File: src/rtl/pbio_pkg.sv
package pbio_pkg;
  localparam int PB_NUM_BANKS   = 4;
  localparam int PB_BANK_W      = 32;
  localparam int PB_HALF_W      = 16;
  localparam int PB_ADDR_W      = 12;
  localparam int PB_DATA_W      = 32;
  localparam int PB_MDATA_BASE  = 'h000;
  localparam int PB_IN_BASE     = 'h060;
  localparam int PB_DIR_BASE    = 'h204;
  localparam int PB_OE_BASE     = 'h208;
  localparam int PB_BANK_STRIDE = 'h040;
endpackage

File: src/rtl/pbio_sync.sv
module pbio_sync #(
  parameter int W = 32
) (
  input  logic         clk_i,
  input  logic         rst_ni,
  input  logic [W-1:0] d_i,
  output logic [W-1:0] q_o
);
  logic [W-1:0] s1_q, s2_q;

  always_ff @(posedge clk_i or negedge rst_ni) begin
    if (!rst_ni) begin
      s1_q <= '0;
      s2_q <= '0;
    end else begin
      s1_q <= d_i;
      s2_q <= s1_q;
    end
  end

  assign q_o = s2_q;
endmodule

File: src/rtl/pbio_bank.sv
module pbio_bank import pbio_pkg::*; #(
  parameter int BANK_IDX = 0,
  parameter int BANK_W   = PB_BANK_W,
  parameter int HALF_W   = PB_HALF_W,
  parameter int ADDR_W   = PB_ADDR_W,
  parameter int DATA_W   = PB_DATA_W
) (
  input  logic              clk_i,
  input  logic              rst_ni,
  input  logic              req_i,
  input  logic              we_i,
  input  logic [ADDR_W-1:0] addr_i,
  input  logic [DATA_W-1:0] wdata_i,
  input  logic [BANK_W-1:0] pin_sync_i,
  output logic [BANK_W-1:0] out_val_o,
  output logic [BANK_W-1:0] out_en_o,
  output logic              rd_hit_o,
  output logic [DATA_W-1:0] rd_data_o
);
  localparam int HALVES = BANK_W / HALF_W;
  localparam int WA_W   = ADDR_W - 2;
  localparam logic [ADDR_W-1:0] DIR_A = ADDR_W'(PB_DIR_BASE + PB_BANK_STRIDE * BANK_IDX);
  localparam logic [ADDR_W-1:0] OE_A  = ADDR_W'(PB_OE_BASE + PB_BANK_STRIDE * BANK_IDX);
  localparam logic [ADDR_W-1:0] IN_A  = ADDR_W'(PB_IN_BASE + 4 * BANK_IDX);

  logic [WA_W-1:0]   word;
  logic              wr, rd;
  logic [BANK_W-1:0] dir_q, oe_q, lat_q;
  logic              dir_hit, oe_hit, in_hit;
  logic [HALVES-1:0] half_hit;

  assign word    = addr_i[ADDR_W-1:2];
  assign wr      = req_i & we_i;
  assign rd      = req_i & ~we_i;
  assign dir_hit = word == DIR_A[ADDR_W-1:2];
  assign oe_hit  = word == OE_A[ADDR_W-1:2];
  assign in_hit  = word == IN_A[ADDR_W-1:2];

  always_ff @(posedge clk_i or negedge rst_ni) begin
    if (!rst_ni) begin
      dir_q <= '0;
      oe_q  <= '0;
    end else begin
      if (wr && dir_hit) dir_q <= wdata_i[BANK_W-1:0];
      if (wr && oe_hit)  oe_q  <= wdata_i[BANK_W-1:0];
    end
  end

  for (genvar h = 0; h < HALVES; h++) begin : g_half
    localparam logic [ADDR_W-1:0] MD_A =
      ADDR_W'(PB_MDATA_BASE + 4 * (BANK_IDX * HALVES + h));
    logic [HALF_W-1:0] prot;
    assign half_hit[h] = word == MD_A[ADDR_W-1:2];
    assign prot        = wdata_i[HALF_W +: HALF_W];

    always_ff @(posedge clk_i or negedge rst_ni) begin
      if (!rst_ni) begin
        lat_q[h*HALF_W +: HALF_W] <= '0;
      end else if (wr && half_hit[h]) begin
        // protected bits keep their value, the rest load new data
        lat_q[h*HALF_W +: HALF_W] <= (lat_q[h*HALF_W +: HALF_W] & prot)
                                   | (wdata_i[HALF_W-1:0] & ~prot);
      end
    end
  end

  always_comb begin
    rd_data_o = '0;
    rd_hit_o  = rd && (dir_hit || oe_hit || in_hit || (|half_hit));
    if (dir_hit)     rd_data_o = DATA_W'(dir_q);
    else if (oe_hit) rd_data_o = DATA_W'(oe_q);
    else if (in_hit) rd_data_o = DATA_W'(pin_sync_i);
    else begin
      for (int h = 0; h < HALVES; h++)
        if (half_hit[h]) rd_data_o = DATA_W'(lat_q[h*HALF_W +: HALF_W]);
    end
  end

  assign out_val_o = lat_q;
  assign out_en_o  = dir_q & oe_q;
endmodule

File: src/rtl/pbio_rdmux.sv
module pbio_rdmux #(
  parameter int N      = 4,
  parameter int DATA_W = 32
) (
  input  logic [N-1:0]        hit_i,
  input  logic [N*DATA_W-1:0] data_i,
  output logic [DATA_W-1:0]   data_o
);
  always_comb begin
    data_o = '0;
    for (int i = 0; i < N; i++)
      if (hit_i[i]) data_o = data_o | data_i[i*DATA_W +: DATA_W];
  end
endmodule

File: src/rtl/pin_bank_io.sv
module pin_bank_io import pbio_pkg::*; #(
  parameter int NUM_BANKS = PB_NUM_BANKS,
  parameter int BANK_W    = PB_BANK_W,
  parameter int HALF_W    = PB_HALF_W,
  parameter int ADDR_W    = PB_ADDR_W,
  parameter int DATA_W    = PB_DATA_W,
  localparam int NUM_PINS = NUM_BANKS * BANK_W
) (
  input  logic                clk_i,
  input  logic                rst_ni,
  input  logic                req_i,
  input  logic                we_i,
  input  logic [ADDR_W-1:0]   addr_i,
  input  logic [DATA_W-1:0]   wdata_i,
  output logic [DATA_W-1:0]   rdata_o,
  input  logic [NUM_PINS-1:0] gpio_i,
  output logic [NUM_PINS-1:0] gpio_o,
  output logic [NUM_PINS-1:0] gpio_oe_o
);
  logic [NUM_PINS-1:0]         pin_sync;
  logic [NUM_BANKS-1:0]        bank_hit;
  logic [NUM_BANKS*DATA_W-1:0] bank_data;
  logic [DATA_W-1:0]           rd_mux;

  pbio_sync #(.W(NUM_PINS)) u_sync (
    .clk_i (clk_i),
    .rst_ni(rst_ni),
    .d_i   (gpio_i),
    .q_o   (pin_sync)
  );

  for (genvar b = 0; b < NUM_BANKS; b++) begin : g_bank
    pbio_bank #(
      .BANK_IDX(b),
      .BANK_W  (BANK_W),
      .HALF_W  (HALF_W),
      .ADDR_W  (ADDR_W),
      .DATA_W  (DATA_W)
    ) u_bank (
      .clk_i     (clk_i),
      .rst_ni    (rst_ni),
      .req_i     (req_i),
      .we_i      (we_i),
      .addr_i    (addr_i),
      .wdata_i   (wdata_i),
      .pin_sync_i(pin_sync[b*BANK_W +: BANK_W]),
      .out_val_o (gpio_o[b*BANK_W +: BANK_W]),
      .out_en_o  (gpio_oe_o[b*BANK_W +: BANK_W]),
      .rd_hit_o  (bank_hit[b]),
      .rd_data_o (bank_data[b*DATA_W +: DATA_W])
    );
  end

  pbio_rdmux #(.N(NUM_BANKS), .DATA_W(DATA_W)) u_rdmux (
    .hit_i (bank_hit),
    .data_i(bank_data),
    .data_o(rd_mux)
  );

  always_ff @(posedge clk_i or negedge rst_ni) begin
    if (!rst_ni)               rdata_o <= '0;
    else if (req_i && !we_i)   rdata_o <= rd_mux;
    else                       rdata_o <= '0;
  end
endmodule

File: config.mk
export PLATFORM = sky130hd
export DESIGN_NAME = pin_bank_io
export DESIGN_NICKNAME = d
export VERILOG_FILES = /design/src/rtl/pbio_pkg.sv /design/src/rtl/pbio_sync.sv /design/src/rtl/pbio_bank.sv /design/src/rtl/pbio_rdmux.sv /design/src/rtl/pin_bank_io.sv
export SDC_FILE = /design/constraint.sdc
export NUM_CORES = 1
export LEC_CHECK = 0
export BUFFER_PORTS_ARGS = -buffer_cell sky130_fd_sc_hd__clkbuf_2
export CAP_MARGIN = 20
export CORE_ASPECT_RATIO = 0.5
export CORE_MARGIN = 3
export CORE_UTILIZATION = 25
export CTS_CLUSTER_DIAMETER = 40
export DETAILED_ROUTE_END_ITERATION = 12
export GPL_TIMING_DRIVEN = 0
export PLACE_DENSITY = 0.42
export SLEW_MARGIN = 10
export SYNTH_ARGS = -nofsm -noshare
export SYNTH_HDL_FRONTEND = slang
export SYNTH_SLANG_ARGS = --single-unit
File: constraint.sdc
create_clock -name clk_i -period 2.5 [get_ports clk_i]
set_input_delay 0.375 -clock clk_i [delete_from_list [all_inputs] [get_ports clk_i]]
set_output_delay 0.375 -clock clk_i [all_outputs]
set_load 0.02 [all_outputs]
==> Word level (Yosys, flattened, before mapping) <==
Index checks and enable logic that the tools add are counted.
{ "word_totals": {"mem_bits_ro": 0, "reg_bits": 672, "ramBits": 0, "latch_bits": 0, "n_memories": 0, "elab_cells": 130, "out_inout_bits": 288} }
{ "classes": {"multipliers": 0, "shift": 0, "muxes": 25, "eq_ne": 19, "n_bitwise": 28, "n_reduce_logical": 39, "addsub": 0, "div_mod_pow": 0, "magnitude_cmp": 0} }
{ "ops": {"columns": ["cell", "count"], "rows": [
  ["2-to-1 mux 32 bit", 17],
  ["AND 16 bit", 9],
  ["AND 32 bit", 4],
  ["2-to-1 mux 16 bit", 8],
  ["bitwise OR 16 bit", 8],
  ["bitwise OR 32 bit", 3],
  ["equality test 10 x 8 -> 1 bit, second input constant", 8],
  ["equality test 10 x 3 -> 1 bit, second input constant", 4],
  ["equality test 10 x 5 -> 1 bit, second input constant", 4],
  ["logical AND 1 bit", 21],
  ["equality test 10 x 2 -> 1 bit, second input constant", 2],
  ["NOT 16 bit", 1],
  ["logical OR 1 bit", 12],
  ["equality test 10 x 1 -> 1 bit, second input constant", 1],
  ["logical NOT 10 bit", 1],
  ["OR reduction 2 bit", 4],
  ["AND 1 bit", 2],
  ["logical NOT 1 bit", 1],
  ["NOT 1 bit", 1]
]} }

==> Logic depth before layout (Yosys ltp) <==
{ "depth": {"ltp_word": 14, "depth_mapped": 11, "ltp_nobuf": 6} }

==> Modules after synthesis <==
A second synthesis with hierarchy kept.
{ "unflattened": {"cells_unflattened": 2241, "area_unflattened_um2": 28842.7} }
{ "by_module_without_submodules": {"columns": ["mod", "area_each_um2", "seq_area_each_um2", "instances", "cells_per_inst"], "rows": [
  ["pbio_sync", 6406.1, 6406.1, 1, 256],
  ["pbio_bank at g_bank[3].u_bank", 5213.8, 2402.3, 1, 464],
  ["pbio_bank at g_bank[1].u_bank", 5192.5, 2402.3, 1, 447],
  ["pbio_bank at g_bank[2].u_bank", 5167.5, 2402.3, 1, 446],
  ["pbio_bank at g_bank[0].u_bank", 5006.1, 2402.3, 1, 450],
  ["pin_bank_io", 1158.6, 800.8, 1, 70],
  ["pbio_rdmux", 698.2, 0.0, 1, 108]
]} }

==> Least setup slack after synthesis <==
No wires, ideal clock.
{ "synth_path": {"path_type": "input -> register", "from": "input addr_i[7]", "to": "register with a tool-made name", "path_stages": 8, "arrival_ns": 2.428, "n_path_buf": 3, "slack_ns": -0.055, "setup_ns": 0.127, "required_time_ns": 2.373, "cell_sequence": "or4_1 > buf_2 > or3_1 > or3_1 > buf_2 > buf_12 > nor2_4 > mux2_1"} }
{ "synth_lines": {"columns": ["element", "line", "source"], "rows": [
  ["start, declared", "pin_bank_io.sv:13", "input logic [ADDR_W-1:0] addr_i,"]
]} }

==> Final worst setup path <==
{ "layout_path": {"from": "input addr_i[8]", "to": "register rdata_o[4]"} }
{ "layout_between": {"elab_chain_len": 14} }
{ "layout_lines": {"columns": ["element", "line", "source"], "rows": [
  ["logical NOT 10 bit", "pbio_bank.sv:53", "assign half_hit[h] = word == MD_A[ADDR_W-1:2];"],
  ["2-to-1 mux 16 bit (2 in series)", "pbio_bank.sv:75", "if (half_hit[h]) rd_data_o = DATA_W'(lat_q[h*HALF_W +: HALF_W]);"],
  ["2-to-1 mux 32 bit", "pbio_bank.sv:72", "else if (in_hit) rd_data_o = DATA_W'(pin_sync_i);"],
  ["2-to-1 mux 32 bit", "pbio_bank.sv:71", "else if (oe_hit) rd_data_o = DATA_W'(oe_q);"],
  ["2-to-1 mux 32 bit", "pbio_bank.sv:70", "if (dir_hit) rd_data_o = DATA_W'(dir_q);"],
  ["2-to-1 mux 32 bit", "pbio_rdmux.sv:12", "if (hit_i[i]) data_o = data_o | data_i[i*DATA_W +: DATA_W];"],
  ["bitwise OR 32 bit", "pbio_rdmux.sv:12", null],
  ["2-to-1 mux 32 bit", "pbio_rdmux.sv:12", null],
  ["bitwise OR 32 bit", "pbio_rdmux.sv:12", null],
  ["2-to-1 mux 32 bit", "pbio_rdmux.sv:12", null],
  ["bitwise OR 32 bit", "pbio_rdmux.sv:12", null],
  ["2-to-1 mux 32 bit *", "pbio_rdmux.sv:12", null],
  ["2-to-1 mux 32 bit *", "pin_bank_io.sv:62", "else if (req_i && !we_i) rdata_o <= rd_mux;"],
  ["end signal, assigned", "pin_bank_io.sv:62", null],
  ["end, declared", "pin_bank_io.sv:15", "output logic [DATA_W-1:0] rdata_o,"]
]} }
Every way passes the cells marked *; elsewhere a longest branch is shown, timed or not.
A chain may end at the register's enable or synchronous reset.

==> summary.md <==
| Metric | Value |
|---|---|
| Dominant cell type by area after synthesis | `dfrtp_1` |
| Drt initial violations | `1,444` |
| Routed Antenna Nets | `0` |
| Worst-Skew Late Latency | `around 690 ps` |
| Worst setup margin | `-14.6 ps` |
| Critical path class | `input port to flop` |
| Fraction of registers with async set/reset | `100%` |
| Vias/cell | `4.69` |
| Initial Util | `between 20% and 30%` |
| WL/cell | `27.4 um` |
| Fmax | `398 MHz` |
| Setup Skew | `roughly 25 ps` |
| Die X | `between 400 and 500 um` |
| Crit share post-route | `101%` |
| Sequential element share of the synthesized area | `62.9%` |
| Share of post-route cells with drive strength above 1 | `a little over 40%` |
| Slew headroom | `28.2%` |
| Status | `complete, but fails checks` |
| P_sw | `6.15 mW` |
| RSZ-0062 raised after global routing | `yes` |
| Max FO, Critical Path | `10` |
| Most instantiated cells after synthesis | `672 x dfrtp_1, 384 x mux2_2, 155 x nor2_1` |
| Die height | `237 um` |
| Worst path arrival time | `3040 ps` |
| Max Root-Sink Buffers | `3` |
| # setup viols final | `3` |
| Largest net degree at the start of global routing | `between 90 and 100` |
| CTS tree | `done` |
| CP max stage delay | `between 800 and 900 ps` |
| Post-Route WL | `114,000 um` |
| Fin. Hold Viols | `0` |
| Clock sinks | `about 670` |
| Crit-path slowest cell | `a222oi_1` |
| Die ar. | `111,000 um2` |
| TritonCTS buffer count | `a little under 90` |
| Core area | `~110,000 um2` |
| Post-Synthesis Cells | `1,984` |
| WHS | `38.1 ps` |
| # H-tree levels | `3` |
| Layout area overhead | `33.7%` |
| Detailed placer's ending HPWL | `between 80,000 and 90,000 um` |
| Ports | `between 400 and 500` |
| Failing checks | `negative setup slack` |
| Minimum clock period | `2510 ps` |
| GRT overflow | `0` |
| #FFs+latches synth | `672` |
| Mean Syn Cell Area | `13.5 um2` |
| Vias in the first global route | `between 20k and 25k` |
| Critical-path cell list | `clkbuf_2 > and4bb_2 > and3_1 > clkbuf_1 > buf_8 > a222oi_1 > a21oi_1 > a31oi_2 > o211ai_1` |
| Sw Share | `24.3%` |
| Clock network power share | `51.8%` |
| First-pass GRT wire length | `159,000 um` |
| Max_cap viols | `0` |
| Crit end category | `flop` |
| Max Transition Viols Final | `0` |
| Dominant synthesized flop cell | `dfrtp_1` |
| Layout Nets | `2,854` |
| Total iterations of the first detailed-routing run | `9` |
| Final core occ | `approximately 34%` |
| Fillers | `roughly 11k` |
| Post-synth top area share | `a little over three fifths` |
| Top post-synthesis cells by area | `dfrtp_1 63%, mux2_2 16%, and2_1 3.0%, a22oi_1 3.0%, nor2_1 2.2%` |
| Worst hold path type | `input port to flop` |
| Root Buffer | `clkbuf_16` |
| Routability Congestion | `0.874` |
| Critical path launch point type | `input port` |
| Total Routing Usage GR | `20.4%` |
| Clock-pin slew on the worst setup and hold paths | `60 ps` |
| PortBufs | `about 460` |
| CP delay by family, top | `compound AO/OA/AOI/OAI gates` |
| Vias | `~20k` |
| Pwr Density | `709 nW/um2` |
| Worst slew pin tran | `1080 ps` |
| Post-synth EDFFs | `0` |
| Int Power | `19.2 mW` |
| Syn Std Cell Area | `about 27,000 um2` |
| Synth Net Count | `2,160` |
| Leak | `between 15 and 20 nW` |
| CP required | `3030 ps` |
| Comb power frac | `3.8%` |
| Number of rows in the core area | `84` |
| Synth unique cells | `between 60 and 70` |
| R2r setup slk | `160 ps` |
| Initial antenna violation count | `6` |
| Seq pwr share | `44.3%` |
| WP buf/inv | `3` |
| VDD IR-drop max | `about 460 uV` |
| Synth warnings | `0` |
| DRC errors left | `0` |
| Count leader, synth | `dfrtp_1` |
## final timing paths
check	end	depth (start not counted)	startpoint
min in group asynchronous	asynchronous set/reset pin	2	rst_ni
min reg2reg	u_sync.q_o[47]	0	u_sync.s1_q[47]
min	flop	2	wdata_i[6]
max in group asynchronous	g_bank[3].u_bank.dir_q[25]	5	rst_ni
max reg2reg	rdata_o[4]	5	flop
max	rdata_o[4]	9	addr_i[8]
## cells in the final DEF, fill, tap and decap left out, types with 13 or more instances in the layout
cell type,count
a21oi_1,34
a221oi_1,18
a222oi_1,28
a22oi_1,108
a31oi_1,18
and2_1,130
buf_1,15
buf_2,28
buf_4,22
clkbuf_1,49
clkbuf_16,89
clkbuf_2,473
dfrtp_1,672
dlygate4sd3_1,133
inv_6,14
mux2_2,384
mux2i_1,28
nand2_1,73
nor2_1,152
o211ai_1,13
o21ai_0,20
o22ai_1,17
## repair_timing
item	in CTS	in global routing
hold buffers	133	0
hold endpoints to repair	185	0
setup endpoints to repair	319	225
pin swaps	3	4
setup buffers	4	4
resized for setup	73	27
## stage by stage
step | setup TNS, ps | std cells | area (um2) | setup slack [ps] | power [mW]
finish | -25.5 | 4176 | 35700 | -14.6 | 25.3
global route | -13.5 | 4172 | 35700 | -8.60 | 26.3
CTS | -1.54 | 4169 | 35700 | -1.54 | 25.7
detailed placement | -367090 | 3873 | 31100 | -1560 | 12.3
global placement | - | 3862 | 30800 | -15820 | 12.2
floorplan | 0 | 1984 | 26700 | 10.6 | 11.6
## layout make-up
class	instances	area, um2	area share, %
Antenna cell	6	15.0	0.0420
Buffer	128	663	1.86
Clock buffer	100	2330	6.51
Clock inverter	62	708	1.98
Inverter	1	3.75	0.0105
Multi-Input combinational cell	1177	9480	26.5
Sequential cell	672	16800	47.0
Tap cell	1419	1780	4.97
Timing Repair Buffer	611	3950	11.1
## power groups by stage
stage | sequential [mW] | combinational [mW] | clock, mW
after floorplan | 11.4 | 0.167 | 0
after global placement | 11.5 | 0.776 | 0
after detailed placement | 11.4 | 0.828 | 0
after CTS | 11.2 | 0.994 | 13.5
after global routing | 11.2 | 1.07 | 14.0
final | 11.2 | 0.975 | 13.1
## routing by layer
metal	wire (um)	track usage, %	share of wire [%]
met1	47700	25.3	42
met2	59200	36.3	52
met3	4380	3.66	3.8
met4	3090	5.54	2.7
met5	0	0	0
## cells by family after synthesis
family          share of synthesized area, %
flops                                   62.9
mux                                     17.7
simple gates                            8.61
buf+inv                                 2.14
compound gates                          8.62
(Power assumes the default switching activity.)
